$ cat src/rtl/uart_regfront_pkg.sv
`timescale 1ns/1ps
package uart_regfront_pkg;

  localparam int REG_W   = 32;
  localparam int STORE_N = 4;
  localparam int STORE_IW = $clog2(STORE_N);

  // Word offsets inside the window
  localparam logic [11:0] OFF_SR   = 12'h000;
  localparam logic [11:0] OFF_DR   = 12'h004;
  localparam logic [11:0] OFF_BRR  = 12'h008;
  localparam logic [11:0] OFF_CR1  = 12'h00C;
  localparam logic [11:0] OFF_CR2  = 12'h010;
  localparam logic [11:0] OFF_CR3  = 12'h014;
  localparam logic [11:0] OFF_GTPR = 12'h018;

  // Status bits
  localparam int RXNE_BIT = 5;
  localparam int TC_BIT   = 6;
  localparam int TXE_BIT  = 7;

  // Control register 1 bits
  localparam int RE_BIT   = 2;
  localparam int RXIE_BIT = 5;
  localparam int UE_BIT   = 13;

  localparam logic [REG_W-1:0] SR_RESET     = 32'h0000_00C0;
  localparam logic [REG_W-1:0] SR_LOAD_MAX  = 32'h0000_03FF;
  localparam logic [REG_W-1:0] DR_TX_LIMIT  = 32'h0000_F000;
  localparam logic [REG_W-1:0] DR_READ_MASK = 32'h0000_03FF;

  // Slots of the storage-only register bank
  localparam logic [STORE_IW-1:0] IDX_BRR  = 2'd0;
  localparam logic [STORE_IW-1:0] IDX_CR2  = 2'd1;
  localparam logic [STORE_IW-1:0] IDX_CR3  = 2'd2;
  localparam logic [STORE_IW-1:0] IDX_GTPR = 2'd3;

  typedef enum logic [2:0] {
    SEL_NONE,
    SEL_SR,
    SEL_DR,
    SEL_CR1,
    SEL_STORE
  } regSel_e;

  typedef struct packed {
    logic                srWrite;
    logic                srLoad;
    logic                drRead;
    logic                txLaunch;
    logic                cr1Write;
    logic [STORE_N-1:0]  storeWrite;
    logic [STORE_IW-1:0] storeIdx;
    logic                rxTake;
    logic                rxStore;
    regSel_e             rdSel;
  } ctrlStrobe_t;

endpackage

$ cat src/rtl/uart_regfront_ctrl.sv
`timescale 1ns/1ps
module uart_regfront_ctrl
  import uart_regfront_pkg::*;
#(
  parameter int ADDR_W = 10
) (
  input  logic                 busWrEn,
  input  logic                 busRdEn,
  input  logic [ADDR_W-1:0]    busAddr,
  input  logic [REG_W-1:0]     busWData,
  input  logic                 rxValid,
  input  logic                 rxFull,
  input  logic                 enUart,
  input  logic                 enRx,
  output ctrlStrobe_t          strobe
);

  regSel_e             hitSel;
  logic [STORE_IW-1:0] hitIdx;

  // Address decode: only exact word offsets hit
  always_comb begin
    hitSel = SEL_NONE;
    hitIdx = '0;
    unique case (busAddr)
      ADDR_W'(OFF_SR):   hitSel = SEL_SR;
      ADDR_W'(OFF_DR):   hitSel = SEL_DR;
      ADDR_W'(OFF_CR1):  hitSel = SEL_CR1;
      ADDR_W'(OFF_BRR):  begin hitSel = SEL_STORE; hitIdx = IDX_BRR;  end
      ADDR_W'(OFF_CR2):  begin hitSel = SEL_STORE; hitIdx = IDX_CR2;  end
      ADDR_W'(OFF_CR3):  begin hitSel = SEL_STORE; hitIdx = IDX_CR3;  end
      ADDR_W'(OFF_GTPR): begin hitSel = SEL_STORE; hitIdx = IDX_GTPR; end
      default:           hitSel = SEL_NONE;
    endcase
  end

  logic [STORE_N-1:0] storeHit;

  for (genvar g = 0; g < STORE_N; g++) begin : g_storeDec
    assign storeHit[g] = (hitSel == SEL_STORE) && (hitIdx == STORE_IW'(g));
  end

  always_comb begin
    strobe            = '0;
    strobe.rdSel      = busRdEn ? hitSel : SEL_NONE;
    strobe.storeIdx   = hitIdx;
    strobe.drRead     = busRdEn && (hitSel == SEL_DR);
    strobe.srWrite    = busWrEn && (hitSel == SEL_SR);
    strobe.srLoad     = busWData <= SR_LOAD_MAX;
    strobe.txLaunch   = busWrEn && (hitSel == SEL_DR) && (busWData < DR_TX_LIMIT);
    strobe.cr1Write   = busWrEn && (hitSel == SEL_CR1);
    strobe.storeWrite = busWrEn ? storeHit : '0;
    strobe.rxTake     = rxValid && !rxFull;
    strobe.rxStore    = rxValid && !rxFull && enUart && enRx;
  end

endmodule

$ cat src/rtl/uart_regfront_dp.sv
`timescale 1ns/1ps
module uart_regfront_dp
  import uart_regfront_pkg::*;
#(
  parameter int BYTE_W = 8
) (
  input  logic              clk,
  input  logic              rstN,
  input  ctrlStrobe_t       strobe,
  input  logic [REG_W-1:0]  busWData,
  input  logic [BYTE_W-1:0] rxByte,
  output logic [REG_W-1:0]  busRData,
  output logic              rxFull,
  output logic              enUart,
  output logic              enRx,
  output logic              txValid,
  output logic [BYTE_W-1:0] txByte,
  output logic              irq
);

  logic [REG_W-1:0]  srQ, srNext;
  logic [REG_W-1:0]  cr1Q, cr1Next;
  logic [BYTE_W-1:0] dataQ;
  logic              irqQ, irqNext;
  logic [REG_W-1:0]  storeQ [STORE_N];

  assign rxFull = srQ[RXNE_BIT];
  assign enUart = cr1Q[UE_BIT];
  assign enRx   = cr1Q[RE_BIT];
  assign irq    = irqQ;

  // Event ordering: read, status write, transmit, control write, receive
  always_comb begin
    srNext  = srQ;
    irqNext = irqQ;
    cr1Next = strobe.cr1Write ? busWData : cr1Q;
    if (strobe.drRead) begin
      srNext[RXNE_BIT] = 1'b0;
      irqNext          = 1'b0;
    end
    if (strobe.srWrite) begin
      if (strobe.srLoad) begin
        srNext          = busWData;
        srNext[TXE_BIT] = 1'b1;
      end else begin
        srNext = srNext & busWData;
      end
      if (!srNext[RXNE_BIT]) irqNext = 1'b0;
    end
    if (strobe.txLaunch) srNext[TC_BIT] = 1'b1;
    if (strobe.cr1Write && cr1Next[RXIE_BIT] && srNext[RXNE_BIT]) irqNext = 1'b1;
    if (strobe.rxStore) begin
      srNext[RXNE_BIT] = 1'b1;
      if (cr1Next[RXIE_BIT]) irqNext = 1'b1;
    end
  end

  always_ff @(posedge clk) begin
    if (!rstN) begin
      srQ     <= SR_RESET;
      cr1Q    <= '0;
      dataQ   <= '0;
      irqQ    <= 1'b0;
      txValid <= 1'b0;
      txByte  <= '0;
    end else begin
      srQ     <= srNext;
      cr1Q    <= cr1Next;
      irqQ    <= irqNext;
      txValid <= strobe.txLaunch;
      if (strobe.txLaunch) txByte <= busWData[BYTE_W-1:0];
      if (strobe.rxStore)  dataQ  <= rxByte;
    end
  end

  always_ff @(posedge clk) begin
    for (int i = 0; i < STORE_N; i++) begin
      if (!rstN)                     storeQ[i] <= '0;
      else if (strobe.storeWrite[i]) storeQ[i] <= busWData;
    end
  end

  always_comb begin
    unique case (strobe.rdSel)
      SEL_SR:    busRData = srQ;
      SEL_DR:    busRData = REG_W'(dataQ) & DR_READ_MASK;
      SEL_CR1:   busRData = cr1Q;
      SEL_STORE: busRData = storeQ[strobe.storeIdx];
      default:   busRData = '0;
    endcase
  end

endmodule

$ cat src/rtl/uart_regfront.sv
`timescale 1ns/1ps
module uart_regfront
  import uart_regfront_pkg::*;
#(
  parameter int ADDR_W = 10,
  parameter int BYTE_W = 8
) (
  input  logic              clk,
  input  logic              rstN,
  input  logic [ADDR_W-1:0] busAddr,
  input  logic              busWrEn,
  input  logic              busRdEn,
  input  logic [REG_W-1:0]  busWData,
  output logic [REG_W-1:0]  busRData,
  input  logic              rxValid,
  input  logic [BYTE_W-1:0] rxByte,
  output logic              rxReady,
  output logic              txValid,
  output logic [BYTE_W-1:0] txByte,
  output logic              irq
);

  ctrlStrobe_t strobe;
  logic        rxFull;
  logic        enUart;
  logic        enRx;

  assign rxReady = !rxFull;

  uart_regfront_ctrl #(.ADDR_W(ADDR_W)) ctrl_i (
    .busWrEn  (busWrEn),
    .busRdEn  (busRdEn),
    .busAddr  (busAddr),
    .busWData (busWData),
    .rxValid  (rxValid),
    .rxFull   (rxFull),
    .enUart   (enUart),
    .enRx     (enRx),
    .strobe   (strobe)
  );

  uart_regfront_dp #(.BYTE_W(BYTE_W)) dp_i (
    .clk      (clk),
    .rstN     (rstN),
    .strobe   (strobe),
    .busWData (busWData),
    .rxByte   (rxByte),
    .busRData (busRData),
    .rxFull   (rxFull),
    .enUart   (enUart),
    .enRx     (enRx),
    .txValid  (txValid),
    .txByte   (txByte),
    .irq      (irq)
  );

endmodule

$ cat config.mk
export PLATFORM = sky130hd
export DESIGN_NAME = uart_regfront
export DESIGN_NICKNAME = d
export VERILOG_FILES = /design/src/rtl/uart_regfront_pkg.sv /design/src/rtl/uart_regfront_ctrl.sv /design/src/rtl/uart_regfront_dp.sv /design/src/rtl/uart_regfront.sv
export SDC_FILE = /design/constraint.sdc
export NUM_CORES = 1
export LEC_CHECK = 0
export BUFFER_PORTS_ARGS = -buffer_cell sky130_fd_sc_hd__buf_2
export CAP_MARGIN = 20
export CORE_MARGIN = 5
export CORE_UTILIZATION = 55
export DETAILED_ROUTE_END_ITERATION = 16
export PLACE_DENSITY = 0.78
export SLEW_MARGIN = 20
export SYNTH_ARGS = -nofsm -noshare
export SYNTH_HDL_FRONTEND = slang
export SYNTH_SLANG_ARGS = --single-unit
export TNS_END_PERCENT = 100
$ cat constraint.sdc
create_clock -name clk -period 6.62 [get_ports clk]
set_input_delay 0 -clock clk [delete_from_list [all_inputs] [get_ports clk]]
set_output_delay 0 -clock clk [all_outputs]
set_load 0.01 [all_outputs]
==> summary.md <==
| Metric | Value |
|---|---|
| Status | finished clean |
| Final ANT Viol Nets | 0 |
| Mapped Area | around 9000 um2 |
| Critical-path cell list | dlygate4sd3_1, buf_2, nand3_1, or4_1, buf_4, a221oi_1, o21ai_1, buf_2 |
| Rel. slew slack | between 30% and 40% |
| Post-route clock period utilization | a little over two fifths |
| Hpwl dp | around 14000 um |
| CTS tree | built |
| Final Util | between 60 and 70% |
| Vias in the first global route | between 7000 and 8000 |
| Synth cell types | 37 |
| Final Slew Violations | 0 |
| Post-route cell area | about 11000 um2 |
| Lkg Pwr | roughly 4 nW |
| Clock transition at path regs | 0.06 ns |
| Highest Clock Rate | 0.350 GHz |
| CP arrival | approximately 2.9 ns |
| Clock Tree Buf Depth | 3 |
| Yosys warnings | 0 |
| Tightest Hold Check Type | input pin to flop |
| Fin Setup TNS | 0 ns |
| Register-to-register setup slack | 5.20 ns |
| Net switching share of the total power | between 20% and 30% |
| Combinational power share | under 10% |
| Final net count | 1012 |
| Syn avg cell area | 10.8 um2 |
| Worst Hold Depth | 5 |
| Number of DRC violations after detailed-routing iteration 0 | 1025 |
| Site Rows | 46 |
| R2R cell count | 5 |
| Period minus WS final | between 2 and 3 ns |
| # DRC | 0 |
| Grt ovf | 0 |
| # resized after CTS | 0 |
| Post-synthesis sequential area ratio | approximately 61% |
| Initial Util | 56.4% |
| Worst-skew pair later-pin latency | 0.49 ns |
| Max H-tree Level | 1 |
| Layout area overhead | 20.5% |
| Die X | roughly 140 um |
| All-Layer GR Usage | about 25% |
| Post-DP Area | 9790 um2 |
| Port Buffers | 97 |
| Die footprint | approximately 19000 um2 |
| Worst-margin pin slew | approximately 0.94 ns |
| Total CTS buffers | 21 |
| Via count | slightly above 7000 |
| CP peak stage delay | 0.93 ns |
| Core area | ~16000 um2 |
| Number of I/O pins | 98 |
| Yosys top cell by area | edfxtp_1 |
| Main synth FF type | edfxtp_1 |
| Initial antenna violation count | 1 |
| Sequential share of power | between 50% and 60% |
| Maximum capacitance violations | 0 |
| Share of cells above drive strength 1 | approximately 17% |
| First-pass iteration count of the detailed router | 13 |
| Vias per cell | between 6 and 7 |
| PD cells | approximately 250 nW/um2 |
| EDFF count, synth | between 100 and 150 |
| Final setup fails | 0 |
| First-pass GRT wire length | approximately 39000 um |
| Top post-synthesis cells by area | edfxtp_1, dfxtp_1, and2_1 |
| P_int | about 2.1 mW |
| Number of fill cells | ~1200 |
| Total nets after synthesis | roughly 900 |
| Critical path required time | between 6 and 7 ns |
| RSZ-0062 raised after global routing | no |
| Die Y | about 140 um |
| Area share of the largest cell type after synthesis | between 40% and 50% |
| CP dominant cell by count | buf_2 |
| Ys async rst share | 0% |
| Switching power | 571 uW |
| Seq cells post-synth | 210 |
| Largest net degree at the start of global routing | between 70 and 80 |
| Max VDD drop | 179 uV |
| Synth Instances | roughly 840 |
| Critical path class | input pin to primary output |
| Root Driver | clkbuf_16 |
| Routed Wire Length | around 24000 um |
| CP endpoint kind | primary output |
| Worst-path fanout max | 18 |
| Critical path launch point type | input pin |
| Clock power share | 42.6% |
| Final hold vios | 0 |
| Critical path's slowest cell | or4_1 |
| Drt wl/cell | just over 20 um |
| Clk_skew | 0.00577 ns |
| CTS Sinks | 210 |
| RD Place Congestion | 0.832 |
-- power groups by stage --
stage | clock network [mW] | registers [mW] | logic [mW]
after CTS | 1.17 | 1.43 | 0.126
after global placement | 0 | 1.46 | 0.104
after floorplan | 0 | 1.46 | 0.0459
after global routing | 1.22 | 1.44 | 0.136
after detailed placement | 0 | 1.46 | 0.106
final | 1.16 | 1.43 | 0.127
-- worst paths after layout --
kind                              startpoint                         end
setup reg to reg      dp_i.srQ[5]$_SDFF_PN0_         dp_i.irq$_SDFF_PN0_
setup / recovery                  busAddr[4]                busRData[18]
hold reg to reg   dp_i.cr1Q[24]$_SDFFE_PN0P_  dp_i.cr1Q[24]$_SDFFE_PN0P_
hold / removal                       busWrEn     dp_i.txValid$_SDFF_PN0_
-- placed cells by master (no fill, tap or decap), drive strengths merged, types with 3 or more instances in the layout --
| cell type | instances |
|---|---|
| nand3 | 3 |
| clkbuf | 31 |
| a22o | 31 |
| nor2b | 5 |
| a22oi | 33 |
| nor2 | 73 |
| o31ai | 3 |
| nor4 | 11 |
| o21ai | 34 |
| a21oi | 42 |
| nor3 | 28 |
| nand2 | 96 |
| dlygate4sd3 | 42 |
| o211ai | 9 |
| or4 | 4 |
| clkinv | 5 |
| a222oi | 31 |
| mux2i | 8 |
| and2 | 130 |
| nand4 | 6 |
| buf | 118 |
| dfxtp | 82 |
| edfxtp | 128 |
-- state kept, by name (all words and copies together) (netlist names) --
name,cells
dp_i.storeQ,128
dp_i.cr1Q,32
dp_i.srQ,32
dp_i.dataQ,8
dp_i.txByte,8
dp_i.irq,1
dp_i.txValid,1
-- layout make-up --
class | instances | area (um2) | share of cell area, %
Tap cell | 216 | 270 | 2.48
Antenna cell | 1 | 2.50 | 0.0230
Clock buffer | 31 | 613 | 5.63
Clock inverter | 6 | 55.1 | 0.506
Inverter | 2 | 7.51 | 0.0690
Sequential cell | 210 | 5490 | 50.4
Timing Repair Buffer | 160 | 1060 | 9.77
Multi-Input combinational cell | 562 | 3380 | 31.1
-- timing repair --
item	CTS	global route
hold endpoints to repair	210	0
hold buffers	42	0
buffers inserted	0	0
-- critical path: cells and delay by family --
family | cells | cell delay, ns
compound gates | 2 | 0.40
simple gates | 2 | 1.27
buf+inv | 4 | 1.18
-- per-layer routing --
layer / vias to the layer above / part of all wire [%] / global-route usage [%]
li1: 3304 / - / -
met1: 3477 / 41 / 34.3
met2: 395 / 48 / 41.1
met3: 69 / 8.6 / 3.79
met4: 0 / 3.0 / 8.42
met5: - / 0 / 0
-- through the flow --
stage | power, mW | setup WS (ns) | hold slack [ns] | cells
floorplan | 1.51 | 2.23 | 0.136 | 839
global placement | 1.56 | 4.01 | 0.242 | 1108
detailed placement | 1.57 | 3.90 | 0.252 | 1108
CTS | 2.73 | 3.76 | 0.0399 | 1187
global route | 2.79 | 3.64 | 0.0764 | 1188
finish | 2.72 | 3.76 | 0.0572 | 1188
-- cell families (layout without fill, tap and decap cells) --
kind of cell,after synthesis,after routing,synth area share (%)
simple gates,365,365,20.6
other cells,0,1,0
buf+inv,67,199,2.91
compound gates,189,189,14.9
flops,210,210,60.8
mux,8,8,0.887
-- cell usage after synthesis (2+ instances only) --
cell / count
and4_1: 2
edfxtp_1: 128
clkbuf_1: 55
o22ai_1: 2
nor3_1: 26
o211ai_1: 9
and2_1: 130
nor4b_1: 2
dfxtp_1: 82
a22oi_1: 33
nand3_1: 3
buf_2: 9
or4_1: 4
nand4_1: 6
nor2b_1: 5
and3_1: 2
nor4_1: 11
o21ai_0: 19
a22o_1: 31
a222oi_1: 31
o21ai_1: 15
nor2_1: 73
o31ai_1: 3
a21oi_1: 42
nand2_1: 96
mux2i_1: 8
nor3_2: 2
No activity file was read; power rests on OpenSTA's default activity.
